<file path="config.mk">
export PLATFORM = sky130hd
export DESIGN_NAME = crcw_iu_engine
export DESIGN_NICKNAME = d
export VERILOG_FILES = /design/src/rtl/crcw_pkg.sv /design/src/rtl/crcw_word_step.sv /design/src/rtl/crcw_seg_track.sv /design/src/rtl/crcw_iu_engine.sv
export SDC_FILE = /design/constraint.sdc
export NUM_CORES = 1
export LEC_CHECK = 0
export ABC_CLOCK_PERIOD_IN_PS = 3510
export BUFFER_PORTS_ARGS = -buffer_cell sky130_fd_sc_hd__buf_4
export CAP_MARGIN = 5
export CORE_ASPECT_RATIO = 2
export CORE_MARGIN = 4
export CORE_UTILIZATION = 40
export DETAILED_ROUTE_END_ITERATION = 16
export HOLD_SLACK_MARGIN = 0.02
export SYNTH_ARGS = -nofsm -noshare
export SYNTH_HDL_FRONTEND = slang
export SYNTH_HIERARCHICAL = 1
export SYNTH_SLANG_ARGS = --single-unit
</file>
<file path="constraint.sdc">
create_clock -name clk -period 3.51 [get_ports clk]
set_input_delay 0.702 -clock clk [delete_from_list [all_inputs] [get_ports clk]]
set_output_delay 0.702 -clock clk [all_outputs]
set_load 0.02 [all_outputs]
</file>
<file path="src/rtl/crcw_pkg.sv">
package crcw_pkg;
  localparam logic [31:0] CRCW_POLY    = 32'h04C1_1DB7;
  localparam logic [31:0] CRCW_PRESET  = 32'hFFFF_FFFF;
  localparam logic [31:0] CRCW_RESIDUE = 32'hC704_DD7B;

  typedef enum logic [1:0] {
    PH_DATA    = 2'd0,
    PH_TAIL_LO = 2'd1,
    PH_TAIL_HI = 2'd2
  } crcw_phase_e;

  function automatic logic [7:0] bitrev8(input logic [7:0] b);
    logic [7:0] r;
    for (int i = 0; i < 8; i++) r[i] = b[7-i];
    return r;
  endfunction
endpackage

</file>
<file path="src/rtl/crcw_word_step.sv">
// One bus word of CRC update: each byte lane is bit-reversed, then lanes are
// shifted in transfer order (lane 0 first), MSB first.
module crcw_word_step
  import crcw_pkg::*;
#(
  parameter int LANES = 2
) (
  input  logic [31:0]          crc_in,
  input  logic [8*LANES-1:0]   word_in,
  output logic [31:0]          crc_out
);
  logic [7:0] lane_rev [LANES];

  generate
    for (genvar l = 0; l < LANES; l++) begin : g_lane
      assign lane_rev[l] = bitrev8(word_in[8*l +: 8]);
    end
  endgenerate

  always_comb begin
    logic [31:0] c;
    c = crc_in;
    for (int l = 0; l < LANES; l++) begin
      for (int b = 7; b >= 0; b--) begin
        if (c[31] ^ lane_rev[l][b]) c = {c[30:0], 1'b0} ^ CRCW_POLY;
        else                        c = {c[30:0], 1'b0};
      end
    end
    crc_out = c;
  end
endmodule

</file>
<file path="src/rtl/crcw_seg_track.sv">
// Counts words of the current segment and flags interval boundaries for
// both directions.
module crcw_seg_track #(
  parameter int IVLW = 16
) (
  input  logic            clk,
  input  logic            rst_n,
  input  logic [IVLW-1:0] ivl_bytes,
  input  logic            adv,
  input  logic            restart,
  output logic            tx_ivl_end,
  output logic            rx_ivl_end
);
  logic [IVLW-1:0] cnt_q, cnt_d;
  logic [IVLW-1:0] ivl_words;
  logic            ivl_nz;
  logic            cnt_en;
  logic            unused_ivl_lsb;

  assign unused_ivl_lsb = ivl_bytes[0];
  assign ivl_words  = {1'b0, ivl_bytes[IVLW-1:1]};
  assign ivl_nz     = (ivl_words != '0);
  assign tx_ivl_end = ivl_nz && (cnt_q == ivl_words - 1'b1);
  assign rx_ivl_end = ivl_nz && (cnt_q == ivl_words + 1'b1);

  always_comb begin
    cnt_en = restart || adv;
    cnt_d  = restart ? '0 : cnt_q + 1'b1;
  end

  always_ff @(posedge clk or negedge rst_n) begin
    if (!rst_n)      cnt_q <= '0;
    else if (cnt_en) cnt_q <= cnt_d;
  end
endmodule

</file>
<file path="src/rtl/crcw_iu_engine.sv">
module crcw_iu_engine
  import crcw_pkg::*;
#(
  parameter int IVLW = 16
) (
  input  logic            clk,
  input  logic            rst_n,
  input  logic            check_mode,
  input  logic [IVLW-1:0] ivl_bytes,
  input  logic            in_valid,
  input  logic [15:0]     in_word,
  input  logic            in_last,
  output logic            in_ready,
  output logic            out_valid,
  output logic [15:0]     out_word,
  output logic            out_is_crc,
  output logic            unit_done,
  output logic            unit_fail
);
  localparam int LANES = 2;

  crcw_phase_e phase_q, phase_d;
  logic [31:0] crc_q, crc_d, crc_upd, crc_fin;
  logic        crc_en;
  logic        take, tx_bnd, rx_bnd, rx_bad;
  logic        tx_ivl_end, rx_ivl_end;
  logic [15:0] tail_lo, tail_hi;
  logic        ov_q, ov_d, oc_q, oc_d;
  logic [15:0] ow_q, ow_d;
  logic        sticky_q, sticky_d;
  logic        done_q, done_d, fail_q, fail_d, fail_en;

  crcw_word_step #(.LANES(LANES)) u_step (
    .crc_in  (crc_q),
    .word_in (in_word),
    .crc_out (crc_upd)
  );

  crcw_seg_track #(.IVLW(IVLW)) u_seg (
    .clk        (clk),
    .rst_n      (rst_n),
    .ivl_bytes  (ivl_bytes),
    .adv        (take),
    .restart    (tx_bnd || rx_bnd),
    .tx_ivl_end (tx_ivl_end),
    .rx_ivl_end (rx_ivl_end)
  );

  assign in_ready = (phase_q == PH_DATA);
  assign take     = in_valid && in_ready;
  assign tx_bnd   = take && !check_mode && (in_last || tx_ivl_end);
  assign rx_bnd   = take &&  check_mode && (in_last || rx_ivl_end);
  assign rx_bad   = (crc_upd != CRCW_RESIDUE);

  // Transmitted form: complement, reverse bits inside each byte, low half first.
  assign crc_fin = ~crc_q;
  assign tail_lo = {bitrev8(crc_fin[23:16]), bitrev8(crc_fin[31:24])};
  assign tail_hi = {bitrev8(crc_fin[7:0]),   bitrev8(crc_fin[15:8])};

  // Phase and CRC register next state
  always_comb begin
    phase_d = phase_q;
    unique case (phase_q)
      PH_DATA:    if (tx_bnd) phase_d = PH_TAIL_LO;
      PH_TAIL_LO: phase_d = PH_TAIL_HI;
      PH_TAIL_HI: phase_d = PH_DATA;
      default:    phase_d = PH_DATA;
    endcase

    crc_en = 1'b1;
    if (rx_bnd || phase_q == PH_TAIL_HI) crc_d = CRCW_PRESET;
    else if (take)                       crc_d = crc_upd;
    else begin
      crc_d  = crc_q;
      crc_en = 1'b0;
    end
  end

  // Output stream next state
  always_comb begin
    ov_d = 1'b0;
    oc_d = 1'b0;
    ow_d = ow_q;
    if (phase_q == PH_TAIL_LO) begin
      ov_d = 1'b1; oc_d = 1'b1; ow_d = tail_lo;
    end else if (phase_q == PH_TAIL_HI) begin
      ov_d = 1'b1; oc_d = 1'b1; ow_d = tail_hi;
    end else if (take && !check_mode) begin
      ov_d = 1'b1; ow_d = in_word;
    end
  end

  // Check verdict next state
  always_comb begin
    sticky_d = sticky_q;
    done_d   = rx_bnd && in_last;
    fail_en  = done_d;
    fail_d   = sticky_q || rx_bad;
    if (rx_bnd) sticky_d = in_last ? 1'b0 : (sticky_q || rx_bad);
  end

  always_ff @(posedge clk or negedge rst_n) begin
    if (!rst_n) begin
      phase_q  <= PH_DATA;
      crc_q    <= CRCW_PRESET;
      ov_q     <= 1'b0;
      oc_q     <= 1'b0;
      ow_q     <= '0;
      sticky_q <= 1'b0;
      done_q   <= 1'b0;
      fail_q   <= 1'b0;
    end else begin
      phase_q  <= phase_d;
      if (crc_en)  crc_q <= crc_d;
      ov_q     <= ov_d;
      oc_q     <= oc_d;
      if (ov_d)    ow_q <= ow_d;
      sticky_q <= sticky_d;
      done_q   <= done_d;
      if (fail_en) fail_q <= fail_d;
    end
  end

  assign out_valid  = ov_q;
  assign out_word   = ow_q;
  assign out_is_crc = oc_q;
  assign unit_done  = done_q;
  assign unit_fail  = fail_q;
endmodule

</file>
# == Yosys cells after proc, flatten, opt, wreduce, memory -nomap -nowiden ==
# Cells that the tools add are included.
# totals
register_bits,71
input_bits,37
out_inout_bits,21
wordCells,104
# op_classes
add_sub_neg,3
n_eq_ne,6
mux,32
n_bitwise,33
reduce_logical,21
# ops
op,n
2-to-1 mux 27 bit,16
inverter 14 bit,16
2-to-1 mux 16 bit,4
2-to-1 mux 32 bit,2
equality test 16 bit,2
inequality test 32 bit (second input constant),1
inverter 32 bit,1
adder 15 x 1 -> 16 bit (second input constant),1
adder 16 x 1 -> 16 bit (second input constant),1
nonzero test 16 bit,1
subtractor 15 x 1 -> 16 bit (second input constant),1
bitwise XOR 1 bit,16
logical AND 1 bit,8
2-to-1 mux 1 bit,8
logical OR 1 bit,6
one-hot mux 2 bit (2 select lines),1
AND reduction 2 bit,2
nonzero test 3 bit,1
equality test 2 x 1 -> 1 bit (second input constant),1
equality test 2 bit (second input constant),1
zero test 2 bit,1
2-to-1 mux 2 bit,1
inequality test 2 x 1 -> 1 bit (second input constant),1
nonzero test 2 bit,1
zero test 1 bit,1

# == Longest topological paths before layout ==
# Gate-level depths: netlist (run 1).
# depth
word_depth,35
mapped_depth,18
mapped_depth_nobuf,15

# == By module ==
# Netlist (run 1), hierarchy kept.
# by_module_without_submodules
mod,instances,cells_per_inst,area_each_um2,seq_area_each_um2
crcw_iu_engine,1,225,2696.3,1416.4
crcw_seg_track,1,246,1834.3,400.4
crcw_word_step,1,139,1461.4,0.0

# == Worst setup path after synthesis (run 1) ==
# No wires, ideal clock.
# synth_timing
path_type,input to register
from,input port ivl_bytes[9]
to,register u_seg.cnt_q[13]
setup_ps,78
arrival_time_ps,4265
t_required_ps,3432
path_slack_ps,-833
cell_stages,16
n_path_buf,3
cell_sequence,clkbuf_2 > nor4_1 > nand4_1 > xor2_1 > o21ai_0 > or4_1 > nor4b_1 > nor2b_1 > a211oi_1 > nor2_1 > clkbuf_1 > o2111ai_1 > or2_2 > clkbuf_1 > or3_1 > a21oi_1
# synth_between
elab_chain_len,7
elab_cells_between_ends,14
cone_classes,2 x add/sub; 2 x eq/ne; 1 x mux; 9 x reduce/logical
# synth_rtl
element,line_no,rtl
from (decl),crcw_iu_engine.sv:9,"input logic [IVLW-1:0] ivl_bytes,"
subtractor 15 x 1 -> 16 bit,crcw_seg_track.sv:23,assign tx_ivl_end = ivl_nz && (cnt_q == ivl_words - 1'b1);
equality test 16 bit,crcw_seg_track.sv:23,
logical AND 1 bit *,crcw_seg_track.sv:23,
via tx_ivl_end,crcw_iu_engine.sv:26,"logic tx_ivl_end, rx_ivl_end;"
logical OR 1 bit *,crcw_iu_engine.sv:51,assign tx_bnd = take && !check_mode && (in_last || tx_ivl_end);
logical AND 1 bit *,crcw_iu_engine.sv:51,
logical OR 1 bit *,crcw_iu_engine.sv:44,".restart (tx_bnd || rx_bnd),"
2-to-1 mux 16 bit or logical OR 1 bit (tied branches),"crcw_seg_track.sv:28, crcw_seg_track.sv:27",
to (signal assigned),crcw_seg_track.sv:33,else if (cnt_en) cnt_q <= cnt_d;
to (decl),crcw_seg_track.sv:14,"logic [IVLW-1:0] cnt_q, cnt_d;"
# Mark *: on every way through the listed nets, which the timed path passes. The rest lies on a longest branch.
# A chain may end at the register's enable or synchronous reset.

# == Final worst setup path (run 1) ==
# layout_timing
from,input port ivl_bytes[9]
to,register u_seg.cnt_q[13]
# layout_between
elab_chain_len,7
elab_cells_between_ends,14
cone_classes,2 x add/sub; 2 x eq/ne; 1 x mux; 9 x reduce/logical
# layout_rtl
element,line_no,rtl
adder 15 x 1 -> 16 bit,crcw_seg_track.sv:24,assign rx_ivl_end = ivl_nz && (cnt_q == ivl_words + 1'b1);
equality test 16 bit,crcw_seg_track.sv:24,
logical AND 1 bit *,crcw_seg_track.sv:24,
via rx_ivl_end,crcw_iu_engine.sv:26,
logical OR 1 bit *,crcw_iu_engine.sv:52,assign rx_bnd = take && check_mode && (in_last || rx_ivl_end);
logical AND 1 bit *,crcw_iu_engine.sv:52,
logical OR 1 bit *,crcw_iu_engine.sv:44,
2-to-1 mux 16 bit or logical OR 1 bit (tied branches),"crcw_seg_track.sv:28, crcw_seg_track.sv:27",
# Marked as above.

==> impl_metrics.yaml, run 1 <==
logic_synthesis:
  yosys-top-cells-area: "dfrtp_1 16%, xnor2_1 16%, dfstp_2 14%"
  synth.distinct_cells: 73
  synth-seq-area-share_pct: 30.32
  netlist.top_cell.by_area: "dfrtp_1"
  postSynthCellCount: 610
  synthFlopType: "dfrtp_1"
  syn_nets: 654
  synth-edff-count: 0
  yosys_register_bits: 71
  synthTopCellsByCount: "111 x xnor2_1, 41 x nand2_1, 40 x xor2_1"
  synth_most_common_cell: "xnor2_1"
  synth_top_area_share_pct: 16.29
  yosys_warnings: 6
  syn_area_mm2: 0.005992
  syn_area_per_cell_um2: 9.823
  async_flop_share_pct: 100.0
setup_path:
  r2r-start: "u_seg/cnt_q[13]$_DFFE_PN0P_"
  cp.required_ps: 3780
  end_kind: "flip-flop"
  critPathArrivalTime_ps: 3830
  slowest_delay_ps: 470
  start_kind: "primary input"
  cp_common_cell: "buf_4"
  worst-r2r-setup-slack_ps: 130
  critPathMaxFanout: 6
  reg2reg_depth: 13
  r2r-end: "u_seg/cnt_q[13]$_DFFE_PN0P_"
  crit_type: "in -> reg"
  critical_path.slowest_cell: "or3_4"
  path_cells: "buf_4, buf_6, nand4_1, or3_4, buf_4, xor2_1, nand2_1, o211ai_1, a2111oi_4, a211oi_1, nor2_1, buf_4, o2111ai_4, or2_4, or3_4, a21oi_2"
floorplanning:
  die_area_mm2: 0.01712
  io_pins: 58
  start_util_pct: 40.65
  die_y_um: 181.1
  die_x_um: 94.55
  row_count: 63
  core_mm2: 0.01474
place:
  dpl.hpwl_um: 15210
  place_ws_ps: -479.2
  gp_congestion: 1.044
  io_buffers: 56
global_route:
  grt_max_degree: 72
  antenna_found_initial: 0
  first_global_vias: 5606
  gr-total-overflow: 0
  track_usage_pct: 23.56
  grt_pass1_wl_um: 29880
drt:
  drt_wl_total_um: 19450
  detail-route-antenna-nets: 0
  drt_iter0_drc: 215
  drc_errors: 0
  viasPerCell: 5.365
  wire_per_inst_um: 20.05
  first_pass_iters: 4
  vias: 5204
clock_network:
  clkTransAtPathRegs_ps: 60
  clock_sinks: 71
  cts_tree: "built"
  htreeDepth: 3
  clockBufferDepth: 2
  root_buffer: "clkbuf_16"
  insertion_delay_ps: 340
  holdBufCountCts: 0
  cts_made_buffers: 9
timing:
  finalSetupViolCount: 1
  worstMarginPinSlew_ps: 989.4
  fin_crit_sh_pct: 101.3
  finClkSkew_ps: 6.253
  slew_violations: 0
  hold_violations: 0
  rsz0062_at_grt: "yes"
  fmax_ghz: 0.2811
  layout_setup_ws_ps: -47.29
  worst_hold_slack_ps: 489.4
  period_needed_ps: 3557
  max_slew_margin_pct: 34.04
hold_path:
  hp-class: "in -> async"
cells_and_area:
  utilization_pct: 54.51
  antennaDiodeCount: 0
  final_nets: 814
  synthToLayoutAreaGrowth_pct: 34.10
  drive_gt1_share_pct: 39.74
run_status:
  status: "finished, violations left"
  violations: "negative setup slack"
flow_run:
  cap_violations: 0
-- cells by family after synthesis --
| logic type | count (synthesis) | share of synthesized area [%] |
|---|---|---|
| simple gates | 188 | 17.85 |
| xor+xnor | 174 | 29.59 |
| compound gates | 100 | 12.80 |
| flops | 71 | 30.32 |
| buf+inv | 49 | 4.051 |
| mux | 21 | 3.926 |
| fa+ha+maj | 7 | 1.462 |
-- stage by stage --
| step | std cells | cell area (um^2) | TNS (ps) |
|---|---|---|---|
| 3_3_place_gp | 944 | 7458 | -10280 |
| 2_1_floorplan | 610 | 6082 | -2180 |
| 4_1_cts | 966 | 7871 | 0 |
| 5_1_grt | 970 | 8035 | -1035 |
| 3_5_place_dp | 944 | 7458 | -10570 |
| 6_report | 970 | 8035 | -47.29 |
-- layout make-up --
cell class,count,area (um^2)
fill,1398,6705
sequential,71,1817
tap,195,244.0
clock buffer,13,250.2
inverter,12,45.04
timing repair buffer,186,1479
clock inverter,3,43.79
multi-input combinational,490,4156
-- routing by layer --
metal,wire [um],track usage [%],vias up
met5,0,0,-
met4,1591,18.45,0
met3,525,2.458,67
met2,11290,45.73,143
met1,6046,20.74,2549
li1,-,-,2445
-- worst max-delay path: cells and delay by family --
family | cells | cell delay [ps]
and+or+nand+nor | 6 | 1570
AOI/OAI and AO/OA | 5 | 900
buffers and inverters | 4 | 520
xor gates and xnor gates | 1 | 130
-- what timing repair did --
item                       in CTS  in global routing
gates cloned                    0                  0
setup endpoints to repair       7                 44
buffers inserted                8                  4
pin swaps                      18                 19
resized for setup              15                 23
-- placed cells by master (no fill, tap or decap), types with 13 or more instances in the layout --
master / netlist / final
buf_4: 1 / 175
dfrtp_1: 39 / 39
dfstp_2: 32 / 32
mux2_2: 20 / 20
nand2_1: 41 / 41
nor2_1: 34 / 33
nor2b_1: 33 / 33
o21ai_0: 14 / 13
o22a_1: 32 / 32
o31a_1: 16 / 16
xnor2_1: 111 / 107
xnor2_2: 9 / 13
xor2_1: 40 / 39
-- flip-flops by register name, indices dropped and copies added (netlist names) --
register     count
u_seg/cnt_q     16
crc_q           32
out_is_crc       1
out_word        16
unit_fail        1
phase_q          2
unit_done        1
out_valid        1
sticky_q         1
-- worst max path at each step --
stage | end | start | slack, ps
after floorplan | u_seg/cnt_q[13]$_DFFE_PN0P_ | ivl_bytes[9] | -390
after global placement | u_seg/cnt_q[14]$_DFFE_PN0P_ | ivl_bytes[1] | -440
after detailed placement | u_seg/cnt_q[14]$_DFFE_PN0P_ | ivl_bytes[7] | -480
after CTS | u_seg/cnt_q[13]$_DFFE_PN0P_ | ivl_bytes[3] | 9
after global routing | u_seg/cnt_q[13]$_DFFE_PN0P_ | ivl_bytes[9] | -160
final | u_seg/cnt_q[13]$_DFFE_PN0P_ | ivl_bytes[9] | -50
Power of run 1 is not shown: default switching activity piles up to over one toggle a cycle in this logic, so the estimate is an artifact.
==> run 2: changes to the inputs <==
--- a/config.mk
+++ b/config.mk
@@ -11,8 +11,10 @@
 export CORE_ASPECT_RATIO = 2
 export CORE_MARGIN = 4
 export CORE_UTILIZATION = 40
+export CTS_BUF_LIST = sky130_fd_sc_hd__clkbuf_8
 export DETAILED_ROUTE_END_ITERATION = 16
 export HOLD_SLACK_MARGIN = 0.02
+export REMOVE_ABC_BUFFERS = 1
 export SYNTH_ARGS = -nofsm -noshare
 export SYNTH_HDL_FRONTEND = slang
 export SYNTH_HIERARCHICAL = 1
==> impl_metrics.yaml, run 2 (same netlist as run 1, synthesis figures left out) <==
setup_path:
  critPathMaxFanout: 5
  critPathArrivalTime_ps: 3970
  cp.required_ps: 3810
  end_kind: "flip-flop"
  start_kind: "primary input"
  crit_type: "in -> reg"
drt:
  first_pass_iters: 4
  drc_errors: 0
  detail-route-antenna-nets: 0
  wire_per_inst_um: 19.53
  drt_iter0_drc: 172
  viasPerCell: 5.276
  vias: 5186
  drt_wl_total_um: 19200
timing:
  fmax_ghz: 0.2722
  fin_crit_sh_pct: 104.7
  finClkSkew_ps: 10.83
  rsz0062_at_grt: "yes"
  worstMarginPinSlew_ps: 899.7
  layout_setup_ws_ps: -164.2
  hold_violations: 0
  finalSetupViolCount: 11
  period_needed_ps: 3674
  slew_violations: 0
  max_slew_margin_pct: 40.02
cells_and_area:
  drive_gt1_share_pct: 41.37
  layout_common_cells: "190 x buf_4, 110 x xnor2_1, 41 x nand2_1"
  antennaDiodeCount: 0
  top_register: "crc_q"
  final_nets: 827
  largest_reg_flops: 32
  utilization_pct: 54.38
  synthToLayoutAreaGrowth_pct: 33.79
  fillCellCount: 1398
  layout_commonest_cell: "buf_4"
  design_area_mm2: 0.008016
run_status:
  status: "finished, violations left"
  violations: "negative setup slack"
floorplanning:
  row_count: 63
  die_x_um: 94.55
  io_pins: 58
  core_mm2: 0.01474
  die_area_mm2: 0.01712
  die_y_um: 181.1
  start_util_pct: 40.65
clock_network:
  cts_tree: "built"
  root_buffer: "clkbuf_8"
  cts_made_buffers: 9
  clockBufferDepth: 2
  htreeDepth: 3
  holdBufCountCts: 0
  clock_sinks: 71
  clkTransAtPathRegs_ps: 80
  insertion_delay_ps: 360
place:
  io_buffers: 56
  gp_congestion: 0.9522
  dpl.hpwl_um: 15060
  placed_area_mm2: 0.007455
  place_ws_ps: -676.6
global_route:
  gr-total-overflow: 0
  grt_pass1_wl_um: 29700
  track_usage_pct: 23.20
  first_global_vias: 5605
  antenna_found_initial: 0
  grt_max_degree: 72
hold_path:
  hp-class: "in -> async"
flow_run:
  cap_violations: 0
## run 2: worst paths after layout
check	start	end	cells past startpoint	slack, ps
setup reg to reg	u_seg/cnt_q[9]$_DFFE_PN0P_	u_seg/cnt_q[11]$_DFFE_PN0P_	14	60
hold / removal	rst_n	out_word[7]$_DFFE_PN0P_	1	460
hold reg to reg	out_word[6]$_DFFE_PN0P_	out_word[6]$_DFFE_PN0P_	1	520
setup / recovery	ivl_bytes[1]	u_seg/cnt_q[11]$_DFFE_PN0P_	16	-160
min in group clk	out_word[6]$_DFFE_PN0P_	out_word[6]$_DFFE_PN0P_	1	520
max in group asynchronous	rst_n	u_seg/cnt_q[1]$_DFFE_PN0P_	1	2460
## run 2: worst max-delay path, cell delays in order
cell and delay (ps):
buf_4 120, buf_6 110, ha_2 170, nand4_1 230, or3_4 480, buf_6 130, nor2_2 90, mux2_4 150
o211ai_1 150, a2111oi_4 420, a211oi_2 140, nor2_2 160, o2111ai_2 150, or2_4 280, or3_4 370, a21oi_2 110
## run 2: metrics by stage
step	hold WS (ps)	std cells	setup TNS, ps
6_report	464.7	983	-780.6
3_5_place_dp	496.2	955	-11230
4_1_cts	502.2	976	-263.0
3_3_place_gp	493.6	955	-10770
5_1_grt	539.0	983	-6562
2_1_floorplan	406.4	573	-8482
## run 2: routing by layer
layer	vias to the layer above	part of all wire [%]	global-route usage (%)	wire length [um]
met5	-	0	0	0
met4	0	7.5	14.75	1437
met2	148	60	46.95	11430
li1	2468	-	-	-
met3	60	2.8	2.375	540
met1	2510	30	20.21	5786
## run 2: area by class of cell
cell class / instances / area [um^2] / share of cell area [%]
Clock inverter: 3 / 63.81 / 0.7960
Timing Repair Buffer: 199 / 1544 / 19.26
Sequential cell: 71 / 1817 / 22.66
Clock buffer: 13 / 178.9 / 2.232
Inverter: 12 / 45.04 / 0.5619
Tap cell: 195 / 244.0 / 3.044
Multi-Input combinational cell: 490 / 4124 / 51.44
## run 2: what timing repair did
item	CTS	global route
buffers inserted	6	8
gates resized for setup	21	28
pin swaps	22	17
setup endpoints to repair	9	48
Power of run 2 is left out for the same reason.
